$ cat config.mk
export PLATFORM = sky130hd
export DESIGN_NAME = bundle_group_splitter
export DESIGN_NICKNAME = d
export VERILOG_FILES = /design/src/rtl/bgs_pkg.sv /design/src/rtl/bgs_tmpl_decode.sv /design/src/rtl/bgs_slot_buffer.sv /design/src/rtl/bgs_lane_select.sv /design/src/rtl/bundle_group_splitter.sv
export SDC_FILE = /design/constraint.sdc
export NUM_CORES = 1
export LEC_CHECK = 0
export BUFFER_PORTS_ARGS = -buffer_cell sky130_fd_sc_hd__buf_4
export CORE_ASPECT_RATIO = 1.25
export CORE_MARGIN = 3
export CORE_UTILIZATION = 50
export CTS_BUF_LIST = sky130_fd_sc_hd__clkbuf_16
export DETAILED_ROUTE_END_ITERATION = 16
export PLACE_DENSITY_LB_ADDON = 0.3
export REMOVE_ABC_BUFFERS = 1
export SETUP_SLACK_MARGIN = 0.5
export SLEW_MARGIN = 15
export SYNTH_ARGS = -nofsm -noshare
export SYNTH_HDL_FRONTEND = slang
export SYNTH_SLANG_ARGS = --single-unit
$ cat constraint.sdc
create_clock -name clk -period 5.6 [get_ports clk]
set_input_delay 0.56 -clock clk [delete_from_list [all_inputs] [get_ports clk]]
set_output_delay 0.56 -clock clk [all_outputs]
set_load 0.005 [all_outputs]
$ cat src/rtl/bgs_pkg.sv
package bgs_pkg;
  localparam int SLOTS    = 3;
  localparam int SLOT_W   = 41;
  localparam int TMPL_W   = 5;
  localparam int CODE_W   = 2;
  localparam int BUNDLE_W = TMPL_W + SLOTS * SLOT_W;

  typedef logic [SLOT_W-1:0] slot_t;
  typedef logic [2:0]        pos_t;

  // Encoded value equals one plus the slot that closes the group.
  typedef enum logic [CODE_W-1:0] {
    STOP_NONE     = 2'd0,
    STOP_AFTER_S0 = 2'd1,
    STOP_AFTER_S1 = 2'd2,
    STOP_AFTER_S2 = 2'd3
  } stop_e;

  // First slot index that lies beyond the current group segment.
  function automatic pos_t seg_limit(stop_e s, pos_t idx);
    pos_t bound;
    bound = {1'b0, s};
    if (s == STOP_NONE) return pos_t'(SLOTS);
    if (bound > idx)    return bound;
    return pos_t'(SLOTS);
  endfunction

  // Operations that may leave this cycle: the rest of the segment, capped by width.
  function automatic pos_t chunk_len(pos_t lim, pos_t idx, pos_t cap);
    pos_t avail;
    avail = lim - idx;
    return (avail > cap) ? cap : avail;
  endfunction
endpackage

$ cat src/rtl/bgs_tmpl_decode.sv
module bgs_tmpl_decode
  import bgs_pkg::*;
(
  input  logic [BUNDLE_W-1:0]           bundle,
  output stop_e                         stop,
  output logic [SLOTS-1:0][SLOT_W-1:0]  slots
);
  assign stop = stop_e'(bundle[CODE_W-1:0]);

  for (genvar k = 0; k < SLOTS; k++) begin : g_slot
    assign slots[k] = bundle[TMPL_W + k*SLOT_W +: SLOT_W];
  end

  // Upper template bits carry no meaning for issue grouping.
  logic unused_tmpl;
  assign unused_tmpl = ^bundle[TMPL_W-1:CODE_W];
endmodule

$ cat src/rtl/bgs_slot_buffer.sv
module bgs_slot_buffer
  import bgs_pkg::*;
(
  input  logic                          clk,
  input  logic                          rst_n,
  input  logic                          load,
  input  logic [SLOTS-1:0][SLOT_W-1:0]  slots_in,
  input  stop_e                         stop_in,
  input  pos_t                          step,
  output logic                          held,
  output logic [SLOTS-1:0][SLOT_W-1:0]  slots_q,
  output stop_e                         stop_q,
  output pos_t                          idx_q
);
  pos_t idx_nxt;
  assign idx_nxt = idx_q + step;

  always_ff @(posedge clk or negedge rst_n) begin
    if (!rst_n) begin
      held    <= 1'b0;
      idx_q   <= '0;
      stop_q  <= STOP_NONE;
      slots_q <= '0;
    end else if (load) begin
      held    <= 1'b1;
      idx_q   <= '0;
      stop_q  <= stop_in;
      slots_q <= slots_in;
    end else if (held) begin
      idx_q <= idx_nxt;
      if (idx_nxt == pos_t'(SLOTS)) held <= 1'b0;
    end
  end
endmodule

$ cat src/rtl/bgs_lane_select.sv
module bgs_lane_select
  import bgs_pkg::*;
#(
  parameter int W = 2
) (
  input  logic [SLOTS-1:0][SLOT_W-1:0]  slots,
  input  pos_t                          idx,
  input  pos_t                          count,
  output logic [W-1:0]                  lane_v,
  output logic [W-1:0][SLOT_W-1:0]      lane_op
);
  for (genvar l = 0; l < W; l++) begin : g_lane
    if (l < SLOTS) begin : g_live
      localparam pos_t LN = pos_t'(l);
      pos_t src;
      assign src        = idx + LN;
      assign lane_v[l]  = (LN < count);
      assign lane_op[l] = (lane_v[l] && (src < pos_t'(SLOTS))) ? slots[src[1:0]] : '0;
    end else begin : g_dead
      assign lane_v[l]  = 1'b0;
      assign lane_op[l] = '0;
    end
  end
endmodule

$ cat src/rtl/bundle_group_splitter.sv
module bundle_group_splitter
  import bgs_pkg::*;
#(
  parameter int W = 2
) (
  input  logic                 clk,
  input  logic                 rst_n,
  input  logic                 in_valid,
  output logic                 in_ready,
  input  logic [BUNDLE_W-1:0]  in_bundle,
  output logic [W-1:0]         out_valid,
  output logic [W*SLOT_W-1:0]  out_op,
  output logic                 out_eog
);
  localparam pos_t W_CAP = (W >= SLOTS) ? pos_t'(SLOTS) : pos_t'(W);

  // Named internal events, also observed by the bound checker.
  stop_e                        dec_stop;
  logic [SLOTS-1:0][SLOT_W-1:0] dec_slots;
  logic                         load;
  logic                         held;
  logic [SLOTS-1:0][SLOT_W-1:0] slots_q;
  stop_e                        stop_q;
  pos_t                         idx_q;
  pos_t                         seg_end;
  pos_t                         step;
  pos_t                         idx_after;
  logic                         bundle_done;
  logic [W-1:0][SLOT_W-1:0]     lane_op;

  bgs_tmpl_decode u_dec (
    .bundle (in_bundle),
    .stop   (dec_stop),
    .slots  (dec_slots)
  );

  assign seg_end     = seg_limit(stop_q, idx_q);
  assign step        = held ? chunk_len(seg_end, idx_q, W_CAP) : '0;
  assign idx_after   = idx_q + step;
  assign bundle_done = held && (idx_after == pos_t'(SLOTS));
  assign in_ready    = !held || bundle_done;
  assign load        = in_valid && in_ready;
  assign out_eog     = held && (stop_q != STOP_NONE) && (idx_after == {1'b0, stop_q});

  bgs_slot_buffer u_buf (
    .clk      (clk),
    .rst_n    (rst_n),
    .load     (load),
    .slots_in (dec_slots),
    .stop_in  (dec_stop),
    .step     (step),
    .held     (held),
    .slots_q  (slots_q),
    .stop_q   (stop_q),
    .idx_q    (idx_q)
  );

  bgs_lane_select #(.W(W)) u_lanes (
    .slots   (slots_q),
    .idx     (idx_q),
    .count   (step),
    .lane_v  (out_valid),
    .lane_op (lane_op)
  );

  assign out_op = lane_op;
endmodule

* Word-level counts from Yosys, hierarchy flattened *
Index checks and enable logic that the tools add are counted.

storage, ports and cells
  register bits = 129
  input port bits = 131
  output and inout bits = 86
  logic and storage cells = 50

operators by class
  $add $sub $neg = 3
  magnitude comparators = 8
  equality and inequality tests = 2
  mux-type cells = 20
  reduce and logical (&&, ||, !) cells = 11

operators by type and width
  kind                                                  number
  binary-select mux 41 bit (select 2 bit)               2
  two-way mux 41 bit                                    4
  two-way mux 3 bit                                     8
  logical AND 1 bit                                     6
  < comparator 1 x 3 -> 1 bit (first input constant)    2
  < comparator 2 x 3 -> 1 bit (second input constant)   2
  < comparator 3 x 2 -> 1 bit (second input constant)   2
  two-way mux 1 bit                                     6
  nonzero test 2 bit                                    2
  adder 3 x 1 -> 3 bit (second input constant)          1
  adder 3 bit                                           1
  equality test 3 x 2 -> 1 bit                          1
  equality test 3 x 2 -> 1 bit (second input constant)  1
  > comparator 2 x 3 -> 1 bit                           1
  > comparator 3 x 2 -> 1 bit (second input constant)   1
  subtractor 3 bit                                      1
  zero test 2 bit                                       1
  zero test 1 bit                                       1
  logical OR 1 bit                                      1

* Longest topological paths before layout *
  depth after elaboration = 15
  mapped depth = 19
  mapped depth without buffers = 15

* Cells and area by module *
From an unflattened synthesis, not the netlist that was laid out.

unflattened totals
  cell total of the unflattened synthesis = 766
  area, all modules = 8,805.9 um2

modules (own cells, without submodules)
  module                 instances  cells each  area an instance (um2)  seq. area each (um2)
  bgs_slot_buffer        1          286         4,919.7                 3,228.1
  bgs_lane_select        1          326         2,713.9                 0.0
  bgs_tmpl_decode        1          125         938.4                   0.0
  bundle_group_splitter  1          29          234.0                   0.0

* Worst setup path before layout *
OpenSTA, ideal clock, no wires.

  path type = reg2out
  start point = register u_buf.idx_q[1]
  end point = output out_eog
  arrival time = 3.944 ns
  data required time = 5.040 ns
  setup slack = 1.096 ns
  stages on the path, launching flop included = 19
  buffers on the path = 4
  cell sequence = dfrtp_1 -> buf_2 -> buf_2 -> inv_1 -> ha_1 -> nor2b_1 -> o21ai_0 -> nor3b_1 -> ha_1 -> fa_1 -> xnor2_2 -> nand2_1 -> nor3_1 -> ha_1 -> fa_1 -> xor2_2 -> buf_2 -> buf_2 -> nor3_1

between the ends
  word-level cells in the longest chain between the ends = 12
  elaborated cells between the ends (all ways) = 13
  those cells by class = 2 x add/sub; 2 x order compare; 1 x eq/ne; 7 x mux; 1 x reduce/logical

RTL lines
  what                             RTL line                     source
  start: declaration               bgs_slot_buffer.sv:13        output pos_t idx_q
  start signal: assignment         bgs_slot_buffer.sv:30        idx_q <= idx_nxt;
  > comparator 2 x 3 -> 1 bit      bgs_pkg.sv:24                if (bound > idx) return bound;
  two-way mux 1 bit (2 in series)  bgs_pkg.sv:24
  two-way mux 3 bit                bgs_pkg.sv:25                return pos_t'(SLOTS);
  two-way mux 3 bit                bgs_pkg.sv:24
  subtractor 3 bit                 bgs_pkg.sv:31                avail = lim - idx;
  > comparator 3 x 2 -> 1 bit      bgs_pkg.sv:32                return (avail > cap) ? cap : avail;
  two-way mux 3 bit                bgs_pkg.sv:32
  two-way mux 3 bit                bundle_group_splitter.sv:38  assign step = held ? chunk_len(seg_end, idx_q, W_CAP) : '0;
  adder 3 bit *                    bundle_group_splitter.sv:39  assign idx_after = idx_q + step;
  equality test 3 x 2 -> 1 bit *   bundle_group_splitter.sv:43  assign out_eog = held && (stop_q != STOP_NONE) && (idx_after == {1'b0, stop_q});
  logical AND 1 bit *              bundle_group_splitter.sv:43
  end: declaration                 bundle_group_splitter.sv:13  output logic out_eog

Mark *: on every way between the ends. The rest lies on a longest branch, timed or not. The select of a mux whose other input is x is not followed.

* Worst setup path in the final report *
  start point = register u_buf.stop_q[1]
  end point = output out_eog

between the ends
  word-level cells in the longest chain between the ends = 12
  elaborated cells between the ends (all ways) = 17
  those cells by class = 2 x add/sub; 2 x order compare; 1 x eq/ne; 8 x mux; 4 x reduce/logical

RTL lines
  what                             RTL line                     source
  start: declaration               bgs_slot_buffer.sv:12        output stop_e stop_q,
  start signal: assignment         bgs_slot_buffer.sv:27        stop_q <= stop_in;
  > comparator 2 x 3 -> 1 bit      bgs_pkg.sv:24
  two-way mux 1 bit (2 in series)  bgs_pkg.sv:24
  two-way mux 3 bit                bgs_pkg.sv:25
  two-way mux 3 bit                bgs_pkg.sv:24
  subtractor 3 bit                 bgs_pkg.sv:31
  > comparator 3 x 2 -> 1 bit      bgs_pkg.sv:32
  two-way mux 3 bit                bgs_pkg.sv:32
  two-way mux 3 bit                bundle_group_splitter.sv:38
  adder 3 bit                      bundle_group_splitter.sv:39
  equality test 3 x 2 -> 1 bit     bundle_group_splitter.sv:43
  logical AND 1 bit *              bundle_group_splitter.sv:43

Marked as above.

==> impl_results.md <==
- RSZ-0062 raised after global routing: true
- WL/cell: 22.3 um
- Post-layout net count: 1479
- Vias in the first global route: 11000
- Worst EP required: 5040 ps
- Initial Util: 51.6%
- Synth top area cells: dfrtp_1 31%, a222oi_1 12%, o211ai_1 8.9%
- Setup-failing EPs final: 0
- WHS: 176 ps
- Dpl ws: 895 ps
- Synthesized area: 10600 sq um
- CTS tree: built
- Measured slew at the worst slew-check pin: 1140 ps
- Top-Level Pins: 217
- Via count: 11400
- Total CTS buffers: 17
- Final std cells w/o fill: 1625
- Max clock buf depth: 2
- Final WS setup: 732 ps
- Worst Path Max Fanout: 7
- Status: complete, no violations
- Worst hold path class: in -> async
- Ys async rst share: 100%
- Share of cells above drive strength 1: 23.8%
- FF-to-FF setup slack: 1130 ps
- DRT antenna net count: 0
- Number of cells on the worst reg-to-reg path: 13
- Die footprint: 22900 sq um
- Post-synth EDFFs: 0
- Seq/Total Area, Yosys: 30.6%
- CTS root buffer: clkbuf_16
- First-pass GRT wire length: 57300 um
- Setup crit start kind: register
- Final instance area: 12800 sq um
- Core box area: 20500 sq um
- Tcrit/Tclk final: 86.9%
- Vias/cell: 7.02
- Leakage power: 4.81 nW
- Area Overhead vs Synth: 20.7%
- Cts hold-fix bufs: 0
- Global route overflow: 0
- Critical R2R Capture: u_buf.idx_q[1]
- Kind of critical path: reg -> out
- Syn Inst Count: 1253
- Pwr/cell area: 774 nW/um^2
- Final hold violation count: 0
- Worst setup EP type: output pin
- Commonest cells in the netlist: 129 x dfrtp_1, 129 x nand2_1
- Slowest stage cell, crit path: fa_4
- Routability cong.: 0.833
- Drt first pass iters: 11
- DRC viols: 0
- Post-layout util: 62.3%
- GRT Util Overall: 30.7%
- Floorplan row count: 58
- Overall die width: 136 um
- Later-pin clock latency in the skew report: 430 ps
- Sink Count: 129
- Initial antenna violation count: 1
- Post-DP HPWL: 19900 um
- Clock slew at reported path FFs: 60 ps
- Post-DP Area: 12100 sq um
- # Max-Cap Violations: 0
- Reg2reg start: u_buf.stop_q[1]
- Synth top area share: 30.6%
- Top FF cell, synth: dfrtp_1
- Fmax: 0.205 GHz
- Fin Clk Skew: 10.6 ps
- DR iter-0 viols: 1783
- Critical path's largest stage delay: 680 ps
- Htree depth: 4
- CP cell instances: ha_1 > nor2b_1 > o21ai_1 > nor3b_1 > ha_1 > fa_1 > xnor2_2 > nand2_1 > nor3_2 > ha_4 > fa_4 > nor4bb_1 > a31oi_1 > nor3_2 > buf_4
- Routed Wire Length: 36200 um
- # port buffers: 213
- FF+latch count, synth: 129
- Arrival time worst endpoint: 4310 ps
- Worst rel slew slack: 24.3%
- Slew Limit Fails: 0
- Die height: 168 um
- Final min period: 4870 ps
- Synth area leader: dfrtp_1
- Inst Count DP: 1590
- Synth Warn #: 0
- Mean Syn Cell Area: 8.43 sq um
- Synth cell types: 35
- Peak VDD IR: 0.957 mV
- Largest net degree at the start of global routing: 137
## critical path: cells and delay by family (launching register included)
kind | cells | cell delay, ps
DFF | 1 | 450
adders and majority gates | 5 | 1830
AOI/OAI and AO/OA | 2 | 230
buffers and inverters | 1 | 140
xor gates and xnor gates | 1 | 300
and+or+nand+nor | 6 | 940
## state kept, by name (all words and copies together) (netlist names)
| name | flops |
|---|---|
| u_buf.held | 1 |
| u_buf.stop_q | 2 |
| u_buf.slots_q | 123 |
| u_buf.idx_q | 3 |
## timing repair
action	CTS	global route
resized for setup	1	6
buffers inserted	0	2
endpoints found under the setup margin	1	2
pin swaps	0	1
## routing by layer
layer / GRT usage [%] / wire, um
met4: 13.0 / 1170
met5: 0 / 0
met2: 50.8 / 17700
met1: 39.9 / 14000
met3: 4.70 / 3310
## metrics by stage
| step | TNS, ps | power, mW |
|---|---|---|
| floorplan | -632400 | 6.11 |
| global placement | 0 | 8.31 |
| detailed placement | 0 | 8.45 |
| CTS | 0 | 9.74 |
| global route | 0 | 10.6 |
| finish | 0 | 9.87 |
## placed cells by master (no fill, tap or decap), types with 2 or more instances in the layout
cell type | Yosys | layout
nor2_1 | 84 | 84
dfrtp_1 | 129 | 126
nand4_1 | 125 | 125
buf_4 | 0 | 229
xnor2_1 | 2 | 2
a21oi_1 | 43 | 43
ha_4 | 0 | 2
mux2i_1 | 41 | 41
a222oi_1 | 125 | 125
nor2b_1 | 5 | 3
inv_1 | 3 | 3
nor2b_4 | 0 | 2
a31oi_1 | 2 | 2
clkbuf_16 | 0 | 17
a2bb2oi_1 | 41 | 41
dfrtp_4 | 0 | 3
o21ai_1 | 0 | 2
bufinv_16 | 0 | 5
nor3b_1 | 41 | 41
nor3_2 | 0 | 2
ha_1 | 5 | 3
o21ai_0 | 4 | 2
and2_1 | 125 | 125
nand2_1 | 129 | 128
nand3_1 | 2 | 2
clkinv_2 | 0 | 4
a32o_1 | 2 | 2
o211ai_1 | 125 | 125
mux2_2 | 41 | 41
buf_12 | 0 | 4
clkinv_4 | 0 | 4
## worst max-delay path by stage
| stage | cells after the start | to | startpoint | slack (ps) |
|---|---|---|---|---|
| final | 15 | out_eog | u_buf.stop_q[1] | 730 |
| after global routing | 15 | out_eog | u_buf.stop_q[1] | 450 |
| after CTS | 15 | out_eog | u_buf.stop_q[1] | 550 |
| after detailed placement | 15 | out_eog | u_buf.stop_q[1] | 890 |
| after global placement | 15 | out_eog | u_buf.stop_q[1] | 970 |
| after floorplan | 12 | in_ready | u_buf.idx_q[0] | -5450 |
## where the power goes
group | internal (mW) | switching [mW]
Clock | 0.787 | 0.451
Combinational | 2.76 | 4.44
Sequential | 1.20 | 0.231
## kinds of logic (layout without fill, tap and decap cells)
group	after synthesis	after routing	share of synthesized area [%]
buffers and inverters	169	270	6.72
xor gates and xnor gates	5	5	0.557
DFF	129	129	30.6
muxes	82	82	8.26
AOI/OAI and AO/OA	346	346	27.0
adders and majority gates	7	7	0.971
and+or+nand+nor	515	515	25.9
other	0	1	0
## final cells by class
| class | count | area (sq um) |
|---|---|---|
| Multi-Input combinational cell | 955 | 6700 |
| Fill cell | 1806 | 7710 |
| Antenna cell | 1 | 2.50 |
| Clock inverter | 15 | 216 |
| Timing Repair Buffer | 234 | 1810 |
| Inverter | 4 | 17.5 |
| Sequential cell | 129 | 3240 |
| Clock buffer | 17 | 425 |
| Tap cell | 270 | 338 |
No activity file was read; power rests on OpenSTA's default activity.
